[src/rtl/bha_pkg.sv]
package bha_pkg;

  typedef enum logic [2:0] {
    ST_OWN     = 3'd0,
    ST_DRAIN   = 3'd1,
    ST_FLOAT   = 3'd2,
    ST_GRANT   = 3'd3,
    ST_RELEASE = 3'd4
  } arbState_t;

  typedef struct packed {
    logic driveEn;
    logic ackOn;
    logic holdOff;
  } arbStrobe_t;

endpackage

[src/rtl/bha_sync.sv]
module bha_sync #(
  parameter int STAGES = 2
) (
  input  logic clk,
  input  logic rstN,
  input  logic asyncIn,
  output logic syncOut
);

  logic [STAGES-1:0] chain;

  genvar gi;
  generate
    for (gi = 0; gi < STAGES; gi++) begin : g_stage
      if (gi == 0) begin : g_first
        always_ff @(posedge clk or negedge rstN) begin
          if (!rstN) chain[0] <= 1'b0;
          else       chain[0] <= asyncIn;
        end
      end else begin : g_next
        always_ff @(posedge clk or negedge rstN) begin
          if (!rstN) chain[gi] <= 1'b0;
          else       chain[gi] <= chain[gi-1];
        end
      end
    end
  endgenerate

  assign syncOut = chain[STAGES-1];

endmodule

[src/rtl/bha_ctrl.sv]
module bha_ctrl
  import bha_pkg::*;
(
  input  logic       clk,
  input  logic       rstN,
  input  logic       reqSync,
  input  logic       cycleActive,
  input  logic       lockIn,
  output arbStrobe_t strobe
);

  arbState_t state, stateNext;

  always_comb begin
    stateNext = state;
    unique case (state)
      ST_OWN:     if (reqSync) stateNext = ST_DRAIN;
      ST_DRAIN: begin
        if (!reqSync)                    stateNext = ST_OWN;
        else if (!cycleActive && !lockIn) stateNext = ST_FLOAT;
      end
      ST_FLOAT:   stateNext = ST_GRANT;
      ST_GRANT:   if (!reqSync) stateNext = ST_RELEASE;
      ST_RELEASE: stateNext = ST_OWN;
      default:    stateNext = ST_OWN;
    endcase
  end

  always_ff @(posedge clk or negedge rstN) begin
    if (!rstN) state <= ST_OWN;
    else       state <= stateNext;
  end

  always_comb begin
    strobe.driveEn = (state == ST_OWN) || (state == ST_DRAIN);
    strobe.ackOn   = (state == ST_GRANT);
    strobe.holdOff = (state != ST_OWN) && !((state == ST_DRAIN) && lockIn);
  end

  assert_lock_blocks_R8: assert property (@(posedge clk) disable iff (!rstN)
    (state == ST_DRAIN && lockIn) |=> (state != ST_FLOAT));

  assert_cycle_waits_R9: assert property (@(posedge clk) disable iff (!rstN)
    (state == ST_DRAIN && cycleActive) |=> (state != ST_FLOAT));

  assert_withdraw_R11: assert property (@(posedge clk) disable iff (!rstN)
    (state == ST_DRAIN && !reqSync) |=> (state == ST_OWN));

  assert_release_R3: assert property (@(posedge clk) disable iff (!rstN)
    (strobe.ackOn && !reqSync) |=> !strobe.ackOn);

endmodule

[src/rtl/bha_datapath.sv]
module bha_datapath
  import bha_pkg::*;
#(
  parameter int HELD_W = 2,
  parameter int PARK_W = 2
) (
  input  logic              clk,
  input  logic              rstN,
  input  arbStrobe_t        strobe,
  input  logic              readyN,
  input  logic [HELD_W-1:0] hostHeld,
  input  logic [PARK_W-1:0] hostParked,
  output logic              holdAck,
  output logic              hostHoldOff,
  output logic              hostReadyN,
  output logic              addrOe,
  output logic              dataOe,
  output logic              statusOe,
  output logic [HELD_W-1:0] padHeld,
  output logic [PARK_W-1:0] padParked
);

  localparam logic [PARK_W-1:0] PARK_IDLE = '1;

  logic [HELD_W-1:0] heldLast;

  always_ff @(posedge clk or negedge rstN) begin
    if (!rstN)               heldLast <= '0;
    else if (strobe.driveEn) heldLast <= hostHeld;
  end

  assign addrOe      = strobe.driveEn;
  assign dataOe      = strobe.driveEn;
  assign statusOe    = strobe.driveEn;
  assign holdAck     = strobe.ackOn;
  assign hostHoldOff = strobe.holdOff;
  assign hostReadyN  = strobe.driveEn ? readyN : 1'b1;
  assign padHeld     = strobe.driveEn ? hostHeld : heldLast;
  assign padParked   = strobe.driveEn ? hostParked : PARK_IDLE;

  assert_float_first_R2: assert property (@(posedge clk) disable iff (!rstN)
    $rose(holdAck) |-> $past(!addrOe));

  assert_ready_ignored_R7: assert property (@(posedge clk) disable iff (!rstN)
    holdAck |-> hostReadyN);

  assert_parked_one_R6: assert property (@(posedge clk) disable iff (!rstN)
    $fell(statusOe) |-> (padParked == PARK_IDLE));

  assert_held_stable_R5: assert property (@(posedge clk) disable iff (!rstN)
    (!statusOe && $past(!statusOe)) |-> $stable(padHeld));

endmodule

[src/rtl/bus_hold_arbiter.sv]
module bus_hold_arbiter
  import bha_pkg::*;
#(
  parameter int SYNC_STAGES = 2,
  parameter int HELD_W      = 2,
  parameter int PARK_W      = 2
) (
  input  logic              clk,
  input  logic              rstN,
  input  logic              holdReq,
  output logic              holdAck,
  input  logic              cycleActive,
  input  logic              lockIn,
  input  logic              readyN,
  output logic              hostReadyN,
  output logic              hostHoldOff,
  input  logic [HELD_W-1:0] hostHeld,
  input  logic [PARK_W-1:0] hostParked,
  output logic              addrOe,
  output logic              dataOe,
  output logic              statusOe,
  output logic [HELD_W-1:0] padHeld,
  output logic [PARK_W-1:0] padParked
);

  logic       reqSync;
  arbStrobe_t strobe;

  bha_sync #(.STAGES(SYNC_STAGES)) u_sync (
    .clk(clk), .rstN(rstN), .asyncIn(holdReq), .syncOut(reqSync)
  );

  bha_ctrl u_ctrl (
    .clk(clk), .rstN(rstN), .reqSync(reqSync),
    .cycleActive(cycleActive), .lockIn(lockIn), .strobe(strobe)
  );

  bha_datapath #(.HELD_W(HELD_W), .PARK_W(PARK_W)) u_dp (
    .clk(clk), .rstN(rstN), .strobe(strobe), .readyN(readyN),
    .hostHeld(hostHeld), .hostParked(hostParked),
    .holdAck(holdAck), .hostHoldOff(hostHoldOff), .hostReadyN(hostReadyN),
    .addrOe(addrOe), .dataOe(dataOe), .statusOe(statusOe),
    .padHeld(padHeld), .padParked(padParked)
  );

endmodule

[config.mk]
export PLATFORM = sky130hd
export DESIGN_NAME = bus_hold_arbiter
export DESIGN_NICKNAME = d
export VERILOG_FILES = /design/src/rtl/bha_pkg.sv /design/src/rtl/bha_sync.sv /design/src/rtl/bha_ctrl.sv /design/src/rtl/bha_datapath.sv /design/src/rtl/bus_hold_arbiter.sv
export SDC_FILE = /design/constraint.sdc
export NUM_CORES = 1
export LEC_CHECK = 0
export CELL_PAD_IN_SITES_DETAIL_PLACEMENT = 0
export CELL_PAD_IN_SITES_GLOBAL_PLACEMENT = 1
export CORE_AREA = 2 2 39 41
export CTS_BUF_LIST = sky130_fd_sc_hd__clkbuf_8 sky130_fd_sc_hd__clkbuf_16
export DETAILED_ROUTE_END_ITERATION = 10
export DIE_AREA = 0 0 41 43
export HOLD_SLACK_MARGIN = 0.03
export MAX_ROUTING_LAYER = met4
export PLACE_DENSITY = 0.75
export SLEW_MARGIN = 20
export SYNTH_ARGS = -nofsm -noshare
export SYNTH_HDL_FRONTEND = slang
export SYNTH_SLANG_ARGS = --single-unit
[constraint.sdc]
create_clock -name clk -period 2.6 [get_ports clk]
set_clock_uncertainty 0.05 [all_clocks]
set_input_delay 0.65 -clock clk [delete_from_list [all_inputs] [get_ports clk]]
set_output_delay 0.65 -clock clk [all_outputs]
set_load 0.005 [all_outputs]
# After elaboration in Yosys (flattened, before gate mapping)
# Cells that the tools add are included.
[classes] n_eq_ne=6 mux=8 reduce_logical=10
[op_table] cell="3-bit 2-to-1 mux" count=4
[op_table] cell="3-bit case mux with 4 select lines" count=1
[op_table] cell="3-bit by 2-bit == test with 1-bit output (second input constant)" count=2
[op_table] cell="2-bit 2-to-1 mux" count=2
[op_table] cell="2-bit != test (second input constant)" count=2
[op_table] cell="3-bit by 1-bit == test with 1-bit output (second input constant)" count=1
[op_table] cell="1-bit logical AND" count=3
[op_table] cell="1-bit zero test" count=3
[op_table] cell="3-bit zero test" count=1
[op_table] cell="3-bit by 2-bit != test with 1-bit output (second input constant)" count=1
[op_table] cell="3-bit AND reduction" count=1
[op_table] cell="3-bit nonzero test" count=1
[op_table] cell="1-bit logical OR" count=1
[op_table] cell="1-bit 2-to-1 mux" count=1
[word_totals] register_bits=7 inputBits=10 out_inout_bits=10

# Depth between registers and ports, before layout
[depth] depth_word=5 ltp_mapped=2 depth_no_buf=2

# Cells and area by module
# A second synthesis with hierarchy kept.
[unflattened] hier_cells=29 area_unflattened_um2=326.6
[modules_own_cells] mod="bha_ctrl" n_inst=1 cells_per_inst=15 area_per_inst_um2=147.6
[modules_own_cells] mod="bha_datapath" n_inst=1 cells_per_inst=12 area_per_inst_um2=128.9
[modules_own_cells] mod="bha_sync" n_inst=1 cells_per_inst=2 area_per_inst_um2=50.0

# Least setup slack after synthesis
# Ideal clock, no wire load.
[synth_timing] path_kind="reg-to-output" startpoint="register u_ctrl.state[2]" endpoint="output padHeld[0]" arrival_time_ns=1.027 required_time_ns=1.900 slack_ns=0.873 path_stages_with_launch=3 path_buffers=0 path_cell_list="dfrtp_1 nor2_2 mux2_1"
[synth_between] elab_chain_len=3 elab_cells_between_ends=4 cone_classes="eq/ne (1); mux (1); reduce/logical (2)"
[synth_lines] element="start: declaration" line_no="bha_ctrl.sv:12" source="arbState_t state, stateNext;"
[synth_lines] element="start signal: assignment" line_no="bha_ctrl.sv:31" source="else state <= stateNext;"
[synth_lines] element="3-bit by 1-bit == test with 1-bit output / 3-bit zero test (equally long branches)" line_no="bha_ctrl.sv:35" source="strobe.driveEn = (state == ST_OWN) || (state == ST_DRAIN);"
[synth_lines] element="1-bit logical OR *" line_no="bha_ctrl.sv:35"
[synth_lines] element="via addrOe" line_no="bus_hold_arbiter.sv:19" source="output logic addrOe,"
[synth_lines] element="2-bit 2-to-1 mux *"
[synth_lines] element="end: declaration" line_no="bus_hold_arbiter.sv:22" source="output logic [HELD_W-1:0] padHeld,"
# The timed path passes the listed nets; every way through them passes the cells marked *.

# Worst setup path in the final report
[layout_timing] startpoint="input hostHeld[1]" endpoint="output padHeld[1]"
[layout_between] elab_chain_len=1
[layout_lines] element="start: declaration" line_no="bus_hold_arbiter.sv:17" source="input logic [HELD_W-1:0] hostHeld,"
[layout_lines] element="2-bit 2-to-1 mux"
# No other way between the ends.

==> flow_summary.json <==
{
  "crit_top_cell": "clkdlybuf4s50_1",
  "drt_iter0_drc": 0,
  "n_fill_cell": 139,
  "die-area_mm2": 0.001763,
  "grt_pass1_wl_um": 1028,
  "cts.reportedPaths.clkPinSlew_ns": 0.04,
  "grt_pass1_vias": 265,
  "outcome": "finished, final reports clean",
  "synth_nets": 36,
  "finalNetCount": 58,
  "ctsLongestPathBuffers": 2,
  "clock_sinks": 7,
  "multi_input_area_um2": 112.6,
  "clk_latency_ns": 0.22,
  "n_antenna_cell": 0,
  "drc_errors": 0,
  "ctsResizeCount": 0,
  "synth-simple-area-share_pct": 23.39,
  "cts_tree": "done",
  "synth_top_family_by_area": "simple AND/OR/NAND/NOR gates",
  "tightestPinTransition_ns": 0.3058,
  "hold_path.class": "flip-flop to flip-flop",
  "die_w_um": 41,
  "core_area_mm2": 0.001384,
  "first_pass_iters": 1,
  "ys_types": 14,
  "path_buf_inv": 2,
  "dr_total_vias": 270,
  "antenna_found_initial": 0,
  "slew_viol_final": 0,
  "worstSetupPathType": "primary input to output pin",
  "grtUsageMet1_pct": 10.07,
  "postCtsSetupRepairBufs": 0,
  "finalHoldViolCount": 0,
  "setup.worst_path.start_class": "primary input",
  "slowest_delay_ns": 0.45,
  "synth_fa_ha_area_share_pct": 0,
  "fmax_mhz": 398.6,
  "wire_per_inst_um": 9.952,
  "ys_top_cells_by_area": "dfrtp_1 56%, mux2_1 7.3%, or3_1 6.0%, buf_4 4.8%, a211oi_2 4.0%",
  "arrival_ns": 1.81,
  "use_met2_pct": 12.19,
  "crit_chain": "clkdlybuf4s50_1 > mux2_1 > clkdlybuf4s50_1",
  "cts-root-buf": "clkbuf_8",
  "syn_area_per_cell_um2": 11.93,
  "synthMuxAreaShare_pct": 7.258,
  "top_usage_layer": "met2",
  "path_max_fanout": 2,
  "dp_hpwl_um": 487,
  "postCtsHoldBufs": 0,
  "track_usage_pct": 9.281,
  "rsz0062_at_grt": "false",
  "syn2layout_area_growth_pct": 77.42,
  "register_area_um2": 175.2,
  "boundaryPins": 20,
  "globalRouteOverflowTotal": 0,
  "yosysSeqAreaShare_pct": 56.45,
  "ys_seq_elements": 7,
  "ys_warn_count": 0,
  "synth_xor_area_share_pct": 0,
  "fp.dieH_um": 43,
  "grt_use_met3_pct": 4.188,
  "end_kind": "output pin",
  "peakVddDrop_mv": 0.4498,
  "crit_slowest_cell": "clkdlybuf4s50_1",
  "cp.required_ns": 1.90,
  "period_share_pct": 96.49,
  "setup_viol": 0,
  "port-buffer-count": 19,
  "placed_area_um2": 505.5,
  "fin_crit_ns": 2.509,
  "totalNegativeSetupSlack_ns": 0,
  "grt_start_max_net_pins": 9,
  "synth_compound_area_share_pct": 5.645,
  "fin_util_pct": 39.78,
  "htreeDepth": 1,
  "power.density_mw_per_mm2": 994.5,
  "yosys.area.top_type": "dfrtp_1",
  "syn_area_um2": 310.3,
  "gp_congestion": 0.6456,
  "netlist_instances": 26,
  "numCtsBuffers": 3,
  "ant_nets": 0,
  "final_common_cell": "clkdlybuf4s50_1",
  "path_delay_family": "buffers and inverters",
  "relSlewSlack_pct": 79.55,
  "yosys.area.top_type_share_pct": 56.45,
  "p_leak_uw": 0.0002291,
  "viasPerCell": 4.286,
  "final_cell_mix": "19 x clkdlybuf4s50_1, 7 x dfrtp_1, 3 x or3_1, 3 x inv_1, 3 x clkbuf_8",
  "routed_wirelength_um": 627,
  "stdcell_area_um2": 550.5,
  "cap_viol_max_count": 0,
  "drive_gt1_share_pct": 12.77,
  "power_uw": 547.5,
  "start_util_pct": 22.42,
  "num_rows": 14
}
-- synthesized netlist by cell type --
| cell | instances |
|---|---|
| nor2b_2 | 1 |
| a211oi_2 | 1 |
| inv_1 | 2 |
| nor4_1 | 2 |
| or3_1 | 3 |
| o21ai_0 | 1 |
| nor3_1 | 1 |
| nor4b_1 | 1 |
| mux2_1 | 2 |
| dfrtp_1 | 7 |
| nor2_1 | 1 |
| nor2_2 | 1 |
| buf_4 | 2 |
| or3b_1 | 1 |
-- worst register-to-register path, stage by stage, from the launching register on --
cell     delay, ns
dfrtp_1       0.45
nor2_2        0.25
mux2_1        0.37
-- cell families (layout without fill, tap and decap cells) --
kind of cell	after synthesis	in the layout
and+or+nand+nor	11	11
DFF	7	7
buffers and inverters	4	25
AOI/OAI and AO/OA	2	2
muxes	2	2
-- cell type report --
| type | count | area share (%) |
|---|---|---|
| Clock buffer | 3 | 7.500 |
| Tap cell | 16 | 3.636 |
| Clock inverter | 1 | 0.6818 |
| Timing Repair Buffer | 19 | 34.55 |
| Multi-Input combinational cell | 15 | 20.45 |
| Sequential cell | 7 | 31.82 |
| Inverter | 2 | 1.364 |
-- stage by stage --
step | hold slack (ns) | worst slack (ns) | instances
after CTS | 0.3134 | 0.08182 | 63
after global placement | 0.2833 | 0.08162 | 59
final | 0.3076 | 0.09122 | 63
after detailed placement | 0.3031 | 0.08910 | 59
after global routing | 0.3114 | 0.05273 | 63
after floorplan | 0.2812 | 0.8734 | 26
-- where the power goes --
part | total, µW | internal [µW] | switching, µW
clock network | 142 | 101 | 40.7
logic | 240 | 162 | 78.6
registers | 165 | 139 | 25.9
-- state kept, by name, indices dropped and copies added (netlist names) --
register	flops
u_sync.chain	1
u_dp.heldLast	2
u_ctrl.state	3
u_sync.syncOut	1
-- worst paths after layout --
check                                       startpoint                          to  slack (ns)  cells past startpoint
max                                        hostHeld[1]                  padHeld[1]        0.09                      3
min                          u_sync.chain[0]$_DFF_PN0_    u_sync.syncOut$_DFF_PN0_        0.31                      0
min reg2reg                  u_sync.chain[0]$_DFF_PN0_    u_sync.syncOut$_DFF_PN0_        0.31                      0
max reg2reg                u_ctrl.state[2]$_DFFE_PN0P_  u_dp.heldLast[1]$_DFF_PN0_        1.35                      2
max in group asynchronous                         rstN    u_sync.syncOut$_DFF_PN0_        1.63                      1
min in group asynchronous                         rstN   u_sync.chain[0]$_DFF_PN0_        0.64                      1
-- per-layer routing --
layer / wire, µm / share of wire, %
met1: 262 / 42
met4: 0 / 0
met5: 0 / 0
met3: 78 / 12
met2: 286 / 46
Power figures use the tool's default switching activity.
